### src/rtl/xbg_pkg.sv
package xbg_pkg;
  localparam int BYTES  = 4;
  localparam int WIDTH  = BYTES * 8;
  localparam int DMA_BIT = 25;
  localparam int PAL_BIT = 24;
  localparam int RET_BIT = WIDTH - 1;
  localparam logic [7:0]  DMA_LOW = 8'h0B;
  localparam logic [15:0] PAL_A   = 16'hBF3B;
  localparam logic [15:0] PAL_B   = 16'hFF3B;

  typedef struct packed {
    logic [BYTES-1:0] wrEn;
    logic [BYTES-1:0] wrMask;
    logic             anyReset;
    logic             restoreMask;
  } xbgStrobe_t;
endpackage

### src/rtl/xbg_ctrl.sv
module xbg_ctrl
  import xbg_pkg::*;
#(
  parameter logic [7:0] EN_BASE   = 8'h82,
  parameter logic [7:0] MASK_BASE = 8'h86
) (
  input  logic       rstSoft,
  input  logic       rstHard,
  input  logic       regWr,
  input  logic       wrByCoproc,
  input  logic [7:0] regSel,
  input  logic       maskTop,
  output xbgStrobe_t strobe
);
  logic anyReset;
  logic wrOk;

  assign anyReset = rstSoft | rstHard;
  assign wrOk     = regWr & ~wrByCoproc & ~anyReset;

  assign strobe.anyReset    = anyReset;
  // hard reset governs; it restores when retention bit is set
  assign strobe.restoreMask = rstHard ? maskTop : (rstSoft & ~maskTop);

  for (genvar b = 0; b < BYTES; b++) begin : g_sel
    assign strobe.wrEn[b]   = wrOk & (regSel == EN_BASE + 8'(b));
    assign strobe.wrMask[b] = wrOk & (regSel == MASK_BASE + 8'(b));
  end
endmodule

### src/rtl/xbg_datapath.sv
module xbg_datapath
  import xbg_pkg::*;
#(
  parameter logic [7:0] EN_BASE   = 8'h82,
  parameter logic [7:0] MASK_BASE = 8'h86
) (
  input  logic             clk,
  input  logic             porN,
  input  xbgStrobe_t       strobe,
  input  logic [7:0]       wrData,
  input  logic [7:0]       regSel,
  input  logic             expBusOn,
  input  logic [15:0]      ioAddr,
  input  logic             ioValid,
  output logic [7:0]       rdData,
  output logic [WIDTH-1:0] enState,
  output logic [WIDTH-1:0] maskState,
  output logic             ioClaim,
  output logic             ioForward
);
  logic [WIDTH-1:0] enQ, maskQ, effMask, effEn;
  logic hitDma, hitPal;

  always_ff @(posedge clk or negedge porN) begin
    if (!porN) begin
      enQ   <= '1;
      maskQ <= '1;
    end else begin
      if (strobe.anyReset)    enQ   <= '1;
      if (strobe.restoreMask) maskQ <= '1;
      for (int b = 0; b < BYTES; b++) begin
        if (strobe.wrEn[b])   enQ[8*b +: 8]   <= wrData;
        if (strobe.wrMask[b]) maskQ[8*b +: 8] <= wrData;
      end
    end
  end

  always_comb begin
    rdData = 8'h00;
    for (int b = 0; b < BYTES; b++) begin
      if (regSel == EN_BASE + 8'(b))   rdData = enQ[8*b +: 8];
      if (regSel == MASK_BASE + 8'(b)) rdData = maskQ[8*b +: 8];
    end
  end

  assign hitDma  = ioAddr[7:0] == DMA_LOW;
  assign hitPal  = (ioAddr == PAL_A) || (ioAddr == PAL_B);
  assign effMask = expBusOn ? maskQ : '1;
  assign effEn   = enQ & effMask;

  assign ioClaim   = ioValid & ((hitDma & effEn[DMA_BIT]) | (hitPal & effEn[PAL_BIT]));
  assign ioForward = ioValid & expBusOn & ~ioClaim;

  assign enState   = enQ;
  assign maskState = maskQ;

  AST_CLAIM_FWD_EXCL: assert property (@(posedge clk) disable iff (!porN)
    !(ioClaim && ioForward));
  AST_BUSOFF_NO_FWD: assert property (@(posedge clk) disable iff (!porN)
    !expBusOn |-> !ioForward);
  AST_IDLE_QUIET: assert property (@(posedge clk) disable iff (!porN)
    !ioValid |-> (!ioClaim && !ioForward));
endmodule

### src/rtl/xbus_port_gate.sv
module xbus_port_gate
  import xbg_pkg::*;
#(
  parameter logic [7:0] EN_BASE   = 8'h82,
  parameter logic [7:0] MASK_BASE = 8'h86
) (
  input  logic        clk,
  input  logic        porN,
  input  logic        rstSoft,
  input  logic        rstHard,
  input  logic [7:0]  regSel,
  input  logic [7:0]  regWrData,
  input  logic        regWr,
  input  logic        wrByCoproc,
  output logic [7:0]  regRdData,
  input  logic        expBusOn,
  input  logic [15:0] ioAddr,
  input  logic        ioValid,
  output logic        ioClaim,
  output logic        ioForward
);
  xbgStrobe_t       strobe;
  logic [WIDTH-1:0] enState, maskState;

  xbg_ctrl #(.EN_BASE(EN_BASE), .MASK_BASE(MASK_BASE)) ctrl (
    .rstSoft(rstSoft), .rstHard(rstHard), .regWr(regWr),
    .wrByCoproc(wrByCoproc), .regSel(regSel),
    .maskTop(maskState[RET_BIT]), .strobe(strobe)
  );

  xbg_datapath #(.EN_BASE(EN_BASE), .MASK_BASE(MASK_BASE)) dp (
    .clk(clk), .porN(porN), .strobe(strobe), .wrData(regWrData),
    .regSel(regSel), .expBusOn(expBusOn), .ioAddr(ioAddr),
    .ioValid(ioValid), .rdData(regRdData), .enState(enState),
    .maskState(maskState), .ioClaim(ioClaim), .ioForward(ioForward)
  );

  AST_SOFT_RESTORE: assert property (@(posedge clk) disable iff (!porN)
    (rstSoft && !rstHard && !maskState[RET_BIT]) |=> (maskState == '1));
  AST_SOFT_KEEP: assert property (@(posedge clk) disable iff (!porN)
    (rstSoft && !rstHard && maskState[RET_BIT]) |=> $stable(maskState));
  AST_HARD_RESTORE: assert property (@(posedge clk) disable iff (!porN)
    (rstHard && maskState[RET_BIT]) |=> (maskState == '1));
  AST_HARD_KEEP: assert property (@(posedge clk) disable iff (!porN)
    (rstHard && !maskState[RET_BIT]) |=> $stable(maskState));
  AST_EN_RESET: assert property (@(posedge clk) disable iff (!porN)
    (rstSoft || rstHard) |=> (enState == '1));
  AST_COPROC_IGNORED: assert property (@(posedge clk) disable iff (!porN)
    (regWr && wrByCoproc && !rstSoft && !rstHard)
      |=> ($stable(enState) && $stable(maskState)));
endmodule

### config.mk
export PLATFORM = sky130hd
export DESIGN_NAME = xbus_port_gate
export DESIGN_NICKNAME = d
export VERILOG_FILES = /design/src/rtl/xbg_pkg.sv /design/src/rtl/xbg_ctrl.sv /design/src/rtl/xbg_datapath.sv /design/src/rtl/xbus_port_gate.sv
export SDC_FILE = /design/constraint.sdc
export NUM_CORES = 1
export LEC_CHECK = 0
export CORE_ASPECT_RATIO = 1.25
export CORE_MARGIN = 4
export CORE_UTILIZATION = 59
export DETAILED_ROUTE_END_ITERATION = 7
export PLACE_DENSITY = 0.84
export SYNTH_ARGS = -nofsm -noshare
export SYNTH_HDL_FRONTEND = slang
export SYNTH_SLANG_ARGS = --single-unit
### constraint.sdc
create_clock -name clk -period 5.7 [get_ports clk]
set_input_delay 1.71 -clock clk [delete_from_list [all_inputs] [get_ports clk]]
set_output_delay 1.71 -clock clk [all_outputs]
set_load 0.005 [all_outputs]
==> flow_metrics.tcl, run 1 <==
set metrics [dict create \
    run_status "complete, no violations" \
    synth_top_cell_area_share 0.4701 \
    h-tree-depth 3 \
    post_cts_hold_buffer_count 0 \
    number_of_vias_per_cell 6.011 \
    design.portCount 50 \
    worstPathBufferInverterCount 3 \
    crit_slowest_cell "clkdlybuf4s50_1" \
    first_global_vias 3178 \
    max_cap_violations 0 \
    cts-root-buf "clkbuf_8" \
    initialDrtViolationCount 387 \
    max_freq_mhz 180.1 \
    critical-path-top-delay-family "buffers and inverters" \
    post-dp-hpwl_microns 6264 \
    grt_max_degree 65 \
    cp-start-kind "input port" \
    timing.slew.headroom 0.4285 \
    worstHoldPathType "reg -> reg" \
    ys_dominant_reg_cell "dfstp_2" \
    die_height_microns 95.06 \
    mostFrequentLayoutCells "nor2_1 (121), a21oi_1 (65), dfstp_2 (64), clkdlybuf4s50_1 (45), mux2i_1 (21)" \
    skew_ps 9.266 \
    clk_path_buf_depth 2 \
    crit_top_cell "clkdlybuf4s50_1" \
    num_vias 3246 \
    worst-path-max-fanout 23 \
    delay_of_the_slowest_critical_path_stage_ps 520 \
    clk-insertion-delay-late_ps 350 \
    synth_edf_count 0 \
    effective_utilization_at_floorplan 0.6108 \
    clk_transition_reported_paths_ps 70 \
    static-leakage-power_nw 1.730 \
    drtPass1Iterations 5 \
    post-synth-top-area-cell "dfstp_2" \
    mappedNetlistNets 456 \
    first_pass_grt_wire_length_microns 15410 \
    rsz0062_at_grt "false" \
    postSynth.asyncResetShare 1.000 \
    worst_ir_drop_vdd_uv 187.0 \
    hold_violations 0 \
    fillers 451 \
    final_setup_violations 0 \
    synthDistinctLibCells 46 \
    cts_tree "done" \
    power_density_nw_per_um2 233.0 \
    remaining_number_of_nets_flagged_by_the_antenna_check_after_routing 0 \
    fp.dieW_microns 77.65 \
    tritoncts_num_sinks 64 \
    finalMaxSlewViolations 0 \
    cp_cell_sequence "clkdlybuf4s50_1 -> buf_12 -> or3b_2 -> o2bb2ai_1 -> o22ai_1 -> a21oi_1 -> clkdlybuf4s50_1" \
    top_post_synthesis_cells_by_area "dfstp_2 (47%), nor2_1 (13%), a21oi_1 (9.1%)" \
    min_period_ps 5554 \
    numCtsBuffers 9 \
    core_region_area_sq_um 5857 \
    antenna-diode-count 0 \
    syn-instance-count 416 \
    timing.critical_path.arrival_ps 3840 \
    nets 493 \
    flow.area_growth_from_synthesis_pct 21.93 \
    critical_path_required_ps 3990 \
    syn-mean-instance-area_sq_um 8.599 \
    layout_commonest_cell "nor2_1" \
    yosys_warn_count 0 \
    tns_ps 0 \
    routed_wire_length_per_instance_microns 17.89 \
    detail_route.drc_violations 0 \
    final-instance-count-excl-fill 540 \
    grt_antenna_before_repair 0 \
    power.total_w 0.001016 \
    worstSetupPathType "in -> out" \
    syn_area_sq_um 3577 \
    cts_setup_buffers 0 \
    ys_seq_elements 64 \
    dpl.cell_count 524 \
    portBuffers 48 \
    timing.final.crit_share 0.9743 \
    final_layout_size_suffix_gt1_frac 0.2314 \
    worst_slew_pin_slew_ps 854.7 \
    fp.dieArea_sq_um 7381 \
    gpl.final_weighted_congestion 0.8383 \
    num_rows 31 \
    grt-ovfl-total 0 \
    wl_microns 9663 \
    ys_seq_area_frac 0.4701 \
    grtUsageTotal 0.2724 \
    worstSetupEndpointType "output port" \
]
-- cell families (layout without fill, tap and decap cells) --
| group | Yosys count | count (layout) | synth area share |
|---|---|---|---|
| and+or+nand+nor | 181 | 181 | 0.2396 |
| AOI/OAI and AO/OA | 100 | 100 | 0.1637 |
| DFF | 64 | 64 | 0.4701 |
| buffers and inverters | 48 | 90 | 0.05526 |
| muxes | 23 | 23 | 0.07135 |
-- cells in the mapped netlist, types with 3 or more instances --
cell / n
nand2b_1: 8
o2bb2ai_1: 3
a21oi_1: 65
nor2b_1: 5
inv_1: 12
nand4_1: 6
buf_1: 5
o21ai_0: 3
a22oi_1: 3
dfstp_2: 64
clkbuf_2: 3
o22ai_1: 7
clkbuf_1: 22
a211oi_1: 4
mux2i_1: 21
nor3_1: 12
nand3_1: 3
buf_2: 5
nor2_1: 121
nand2_1: 11
-- report_power, final --
group          total, W  switching [W]  internal [W]
registers      0.000457   0.0000000790      0.000457
clock network  0.000450       0.000190      0.000260
logic          0.000110      0.0000610     0.0000489
-- registers in the layout (all words and copies together) (netlist names) --
| signal | cells |
|---|---|
| dp.enState | 32 |
| dp.maskState | 32 |
-- cell type report --
cell class                 instances  area (sq um)  area share
timing repair buffer              62         603.1      0.1383
clock buffer                      10         137.6     0.03155
clock inverter                     6         90.09     0.02065
inverter                          12         45.04     0.01033
multi-input combinational        304          1702      0.3901
sequential                        64          1682      0.3855
tap                               82         102.6     0.02352
-- per-stage QoR --
step                      hold WS (ps)  worst slack, ps  utilization  cell area [sq um]
after global placement           511.5            126.4       0.7054               4131
after CTS                        527.3            82.09       0.7443               4359
after detailed placement         515.9            88.80       0.7054               4131
after global routing             542.9            72.68       0.7447               4362
final                            524.9            146.4       0.7447               4362
after floorplan                  500.2             1187            -               3577
-- final timing paths --
path                       slack (ps)  cells after the start              from                to
max                               150                      7         regSel[1]      regRdData[4]
min                               520                      2   dp.maskState[6]   dp.maskState[6]
max reg2reg                      4280                      5  dp.maskState[31]  dp.maskState[16]
min reg2reg                       520                      2   dp.maskState[6]   dp.maskState[6]
max in group asynchronous        3710                      2              porN  dp.maskState[17]
min in group asynchronous        1910                      2              porN     dp.enState[2]
-- layer usage --
layer  vias up  GRT usage  wire (microns)
met5         -          0               0
met4         0     0.1424             304
met3        38    0.08223             834
met2       165     0.4471            4879
met1      1546     0.3234            3645
li1       1497          -               -
-- tightest hold or removal path, cell delays in order (launching register included) --
cell	delay, ps
dfstp_2	370
nor2_1	90
a21oi_1	70
-- repair_timing --
| action | CTS | global route |
|---|---|---|
| hold endpoints to repair | 0 | 0 |
| gates resized for setup | 0 | 1 |
| endpoints found under the setup margin | 0 | 5 |
Note: power is estimated with default switching activity, not from simulation.
==> run 2: changes to the inputs <==
Settings changed: ABC_CLOCK_PERIOD_IN_PS set to 5700, PLACE_DENSITY 0.84 to 0.85, SYNTH_HIERARCHICAL set to 1.
==> flow_metrics.tcl, run 2 <==
set metrics [dict create \
    max_freq_mhz 176.8 \
    grtUsageTotal 0.2566 \
    post-dp-hpwl_microns 6127 \
    num_rows 30 \
    cts-root-buf "clkbuf_8" \
    postSynth.asyncResetShare 1.000 \
    syn_area_sq_um 3466 \
    top_post_synthesis_cells_by_area "dfstp_2 (49%), nor2_1 (8.9%), nand2_1 (7.3%)" \
    register_area_sq_um 1682 \
    worst-r2r-setup-slack_ps 4260 \
    worstSetupPathType "in -> out" \
    design_area_sq_um 4357 \
    timing.slew.headroom 0.05970 \
    cp_cell_sequence "clkdlybuf4s50_1 -> buf_12 -> buf_4 -> nor2_1 -> o21ai_0 -> a222oi_1 -> a31oi_1 -> clkdlybuf4s50_1" \
    h-tree-depth 3 \
    remaining_number_of_nets_flagged_by_the_antenna_check_after_routing 0 \
    rr_startpoint "dp/maskState[31]" \
    total_switching_power_w 0.0002305 \
    antenna-diode-count 0 \
    first_pass_grt_wire_length_microns 14650 \
    max_cap_violations 0 \
    hold_path_end "dp/enState[23]" \
    crit_top_cell "clkdlybuf4s50_1" \
    cp-start-kind "input port" \
    flow.area_growth_from_synthesis_pct 25.70 \
    routed_wire_length_per_instance_microns 17.09 \
    tns_ps 0 \
    critical_path.reg2reg.endpoint "dp/maskState[2]" \
    internal-power_w 0.0007364 \
    final_worst_hold_slack_ps 509.8 \
    portBuffers 48 \
    numCtsBuffers 9 \
    post_cts_hold_buffer_count 0 \
    crit_slowest_cell "clkdlybuf4s50_1" \
    timing.critical_path.arrival_ps 3950 \
    die_height_microns 93.69 \
    worst_slew_pin_slew_ps 1399 \
    skew_ps 10.71 \
    multiInputGateArea_sq_um 1674 \
    fp.dieW_microns 76.55 \
    critical_path_required_ps 3990 \
    detail_route.drc_violations 0 \
    fillers 384 \
    tritoncts_num_sinks 64 \
    worstHoldPathType "reg -> reg" \
    fp.dieArea_sq_um 7172 \
    number_of_vias_per_cell 6.047 \
    finalMaxSlewViolations 0 \
    num_vias 3217 \
    layout_commonest_cell "nor2_1" \
    ys_seq_area_frac 0.4852 \
    cell_area_after_placement_sq_um 4065 \
    cts_tree "done" \
    clk-insertion-delay-late_ps 340 \
    worstPathBufferInverterCount 4 \
    ys_dominant_reg_cell "dfstp_2" \
    worstSetupEndpointType "output port" \
    critical-path-top-delay-family "buffers and inverters" \
    synth_top_cell_area_share 0.4852 \
    worst_hold_startpoint "dp/enState[23]" \
    run_status "complete, no violations" \
    rr_worst_depth 5 \
    switching_share 0.2384 \
    min_period_ps 5657 \
    power.combinational.fraction 0.106 \
    initialDrtViolationCount 339 \
    post-synth-top-count-cell "nor2_1" \
    grt-ovfl-total 0 \
    clk_transition_reported_paths_ps 70 \
    mostFrequentLayoutCells "nor2_1 (82), nand2_1 (67), dfstp_2 (64), o21ai_0 (46), clkdlybuf4s50_1 (42)" \
    yosys_warn_count 6 \
    clk_path_buf_depth 2 \
    power.total_w 0.0009669 \
    syn-instance-count 418 \
    whs_path_depth 2 \
    gpl.final_weighted_congestion 0.8365 \
    nets 504 \
    final_layout_size_suffix_gt1_frac 0.2585 \
    grt_max_degree 65 \
    grt_antenna_before_repair 0 \
    drtPass1Iterations 5 \
    mappedNetlistNets 458 \
    ys_seq_elements 64 \
    synth_edf_count 0 \
    ys_top_cells_by_count "nor2_1 (82), nand2_1 (67), dfstp_2 (64), o21ai_0 (47), o21ai_1 (29)" \
    p_seq_frac 0.473 \
    core_region_area_sq_um 5555 \
    synthDistinctLibCells 39 \
    design.portCount 50 \
    timing.final.crit_share 0.9925 \
    effective_utilization_at_floorplan 0.6239 \
    final_setup_violations 0 \
    post-synth-top-area-cell "dfstp_2" \
    delay_of_the_slowest_critical_path_stage_ps 550 \
    wl_microns 9094 \
    power_density_nw_per_um2 221.9 \
    hold_violations 0 \
    static-leakage-power_nw 1.649 \
    worst-path-max-fanout 24 \
    p_clk_frac 0.422 \
    worst_ir_drop_vdd_uv 165.3 \
    first_global_vias 3091 \
    syn-mean-instance-area_sq_um 8.291 \
]
[run 2: metrics by stage]
stage,cells,worst slack [ps],util
after detailed placement,511,-7.570,0.7318
after global routing,532,-14.87,0.7842
after floorplan,418,1098,-
after global placement,511,29.59,0.7318
final,532,42.51,0.7842
after CTS,530,9.743,0.7764
[run 2: worst max-delay path by stage]
| stage | startpoint | to | slack [ps] | depth (start not counted) |
|---|---|---|---|---|
| 2_1_floorplan | regSel[5] | regRdData[0] | 1100 | 4 |
| 3_3_place_gp | regSel[5] | regRdData[7] | 30 | 6 |
| 3_5_place_dp | regSel[5] | regRdData[0] | -8 | 6 |
| 4_1_cts | regSel[5] | regRdData[0] | 10 | 6 |
| 5_1_grt | regSel[0] | regRdData[7] | -10 | 8 |
| 6_report | regSel[0] | regRdData[7] | 40 | 8 |
[run 2: worst reg2reg max path, stage by stage, from the launching register on]
cell and delay [ps]:
dfstp_2 560, nand2_1 70, o21ai_2 100, buf_4 370, nor2_1 70, o21ai_0 190
[run 2: cell type report]
cell class	instances	share of cell area
Inverter	7	0.006031
Clock inverter	3	0.009190
Clock buffer	12	0.03791
Tap cell	64	0.01838
Timing Repair Buffer	71	0.1582
Sequential cell	64	0.3860
Multi-Input combinational cell	311	0.3843
[run 2: power by group through the flow]
stage	clock network (W)	logic [W]	registers, W
2_1_floorplan	0	0.0000422	0.000464
4_1_cts	0.000408	0.000100	0.000457
6_report	0.000408	0.000102	0.000457
3_3_place_gp	0	0.0000973	0.000464
5_1_grt	0.000435	0.000109	0.000457
3_5_place_dp	0	0.0000988	0.000464
[run 2: cell families after synthesis]
logic type,Yosys count,share of synthesized area
and+or+nand+nor,189,0.2473
AOI/OAI and AO/OA,119,0.2079
DFF,64,0.4852
buffers and inverters,43,0.05090
muxes,3,0.008665
[run 2: what timing repair did]
item                       CTS  global route
pin swaps                    2             3
buffers inserted             4             1
setup endpoints to repair    3             7
gates resized for setup      0             8
[run 2: per-layer routing]
metal | track usage | wire length (microns) | vias up
met5 | 0 | 0 | -
met4 | 0.1073 | 177 | 0
met3 | 0.06142 | 559 | 24
met2 | 0.4494 | 4624 | 140
met1 | 0.3019 | 3732 | 1512
li1 | - | - | 1541
==> run 3: changes to the inputs <==
--- a/config.mk
+++ b/config.mk
@@ -7,9 +7,11 @@
 export LEC_CHECK = 0
 export ABC_CLOCK_PERIOD_IN_PS = 5700
+export CAP_MARGIN = 20
 export CORE_ASPECT_RATIO = 1.25
 export CORE_MARGIN = 4
-export CORE_UTILIZATION = 59
+export CORE_UTILIZATION = 60
+export CTS_BUF_LIST = sky130_fd_sc_hd__clkbuf_4
 export DETAILED_ROUTE_END_ITERATION = 7
-export PLACE_DENSITY = 0.85
+export PLACE_DENSITY = 0.86
 export SYNTH_ARGS = -nofsm -noshare
 export SYNTH_HDL_FRONTEND = slang
==> constraint.sdc (replaced) <==
create_clock -name clk -period 5.7 [get_ports clk]
set_input_delay 1.71 -clock clk [delete_from_list [all_inputs] [get_ports clk]]
set_output_delay 1.71 -clock clk [all_outputs]
set_load 0.1 [all_outputs]
==> flow_metrics.tcl, run 3 (synthesis gave the netlist of run 2 again) <==
set metrics [dict create \
    post_cts_hold_buffer_count 0 \
    grtUsageTotal 0.2585 \
    clk_path_buf_depth 2 \
    die_height_microns 92.98 \
    worst_hold_startpoint "dp/maskState[15]" \
    topRoutingLayerUsed "met4" \
    num_rows 30 \
    grt_antenna_before_repair 0 \
    worstSetupEndpointType "output port" \
    fillers 380 \
    worst-r2r-setup-slack_ps 4250 \
    core_region_area_sq_um 5518 \
    worst_ir_drop_vdd_uv 151.8 \
    worstSetupPathType "in -> out" \
    clk-insertion-delay-late_ps 420 \
    first_pass_grt_wire_length_microns 14610 \
    cts-root-buf "clkbuf_4" \
    cts_tree "done" \
    drtPass1Iterations 6 \
    worstHoldPathType "reg -> reg" \
    pre_cts_ws_ps 261.3 \
    max_freq_mhz 184.0 \
    multiInputGateArea_sq_um 1704 \
    detail_route.drc_violations 0 \
    layout_commonest_cell "nor2_1" \
    remaining_number_of_nets_flagged_by_the_antenna_check_after_routing 0 \
    clk_transition_reported_paths_ps 90 \
    grt-ovfl-total 0 \
    grt_max_degree 65 \
    worst-path-max-fanout 19 \
    first_global_vias 3030 \
    mostFrequentLayoutCells "nor2_1 (82), nand2_1 (67), dfstp_2 (64), o21ai_0 (46), clkdlybuf4s50_1 (37)" \
    gpl.final_weighted_congestion 0.8921 \
    power_density_nw_per_um2 188.3 \
    portBuffers 48 \
    min_period_ps 5434 \
    post-dp-hpwl_microns 6167 \
    wl_microns 8892 \
    worst_slew_pin_slew_ps 781.5 \
    h-tree-depth 3 \
    effective_utilization_at_floorplan 0.6281 \
    initialDrtViolationCount 326 \
    cp-start-kind "input port" \
    static-leakage-power_nw 1.511 \
    nets 498 \
    max_cap_violations 0 \
    finalMaxSlewViolations 0 \
    rr_worst_depth 5 \
    whs_path_depth 2 \
    dr_wl_met2_microns 4399 \
    cts_repair_resizes 0 \
    hold_path_end "dp/maskState[15]" \
    final_cell_utilization_of_the_core 0.7751 \
    tns_ps 0 \
    timing.final.crit_share 0.9534 \
    flow.area_growth_from_synthesis_pct 23.39 \
    run_status "complete, no violations" \
    fp.dieArea_sq_um 7064 \
    number_of_vias_per_cell 6.086 \
    met3_wirelength_microns 636 \
    critical_path.reg2reg.endpoint "dp/maskState[23]" \
    timing.critical_path.arrival_ps 3720 \
    rr_startpoint "dp/maskState[31]" \
    met1_length_microns 3714 \
    fp.dieW_microns 75.98 \
    rsz0062_at_grt "false" \
    hold_violations 0 \
    final_layout_size_suffix_gt1_frac 0.2798 \
    critical_path_required_ps 3990 \
    routed_wire_length_per_instance_microns 16.94 \
    num_vias 3195 \
    design.portCount 50 \
    skew_ps 15.17 \
    antenna-diode-count 0 \
    numCtsBuffers 9 \
    cts_setup_buffers 0 \
    tritoncts_num_sinks 64 \
    setup_ws_ps 265.7 \
    timing.slew.headroom 0.4790 \
    register_area_sq_um 1682 \
    final_setup_violations 0 \
]
run 3: per-stage QoR:
stage | instances | area (sq um) | hold slack (ps) | total power, W
global placement | 511 | 4183 | 496.1 | 0.0005735
floorplan | 418 | 3508 | 484.3 | 0.0005181
CTS | 525 | 4277 | 517.6 | 0.0008109
finish | 525 | 4277 | 515.9 | 0.0008053
global route | 525 | 4277 | 542.1 | 0.0008401
detailed placement | 511 | 4183 | 504.8 | 0.0005754
run 3: worst max-delay path, cell delays in order:
cell and delay (ps):
clkdlybuf4s50_1 570, buf_4 290, nand2b_1 270, o32ai_1 140, a222oi_1 450, a31oi_2 100
buf_12 190
run 3: power by group:
group / internal, W / switching (W) / total (W)
registers: 0.000457 / 0.000000144 / 0.000457
logic: 0.0000450 / 0.0000678 / 0.000113
clock network: 0.0000811 / 0.000154 / 0.000235
run 3: how the worst max path moves through the flow:
stage / from / endpoint / slack [ps] / depth (start not counted)
2_1_floorplan: regSel[5] / regRdData[0] / 280 / 4
3_3_place_gp: regSel[5] / regRdData[0] / 260 / 6
3_5_place_dp: regSel[5] / regRdData[7] / 260 / 6
4_1_cts: regSel[5] / regRdData[7] / 260 / 6
5_1_grt: regSel[0] / regRdData[5] / 130 / 7
6_report: regSel[0] / regRdData[5] / 270 / 7
run 3: metal layers:
layer,GRT usage,up-vias
li1,-,1526
met1,0.3287,1521
met2,0.4364,131
met3,0.05491,17
met4,0.08754,0
met5,0,-
run 3: final cells by class:
type	instances	area share
multi-input combinational	311	0.3985
sequential	64	0.3932
tap	64	0.01872
inverter	7	0.006144
clock buffer	9	0.01580
clock inverter	5	0.006144
timing repair buffer	65	0.1615
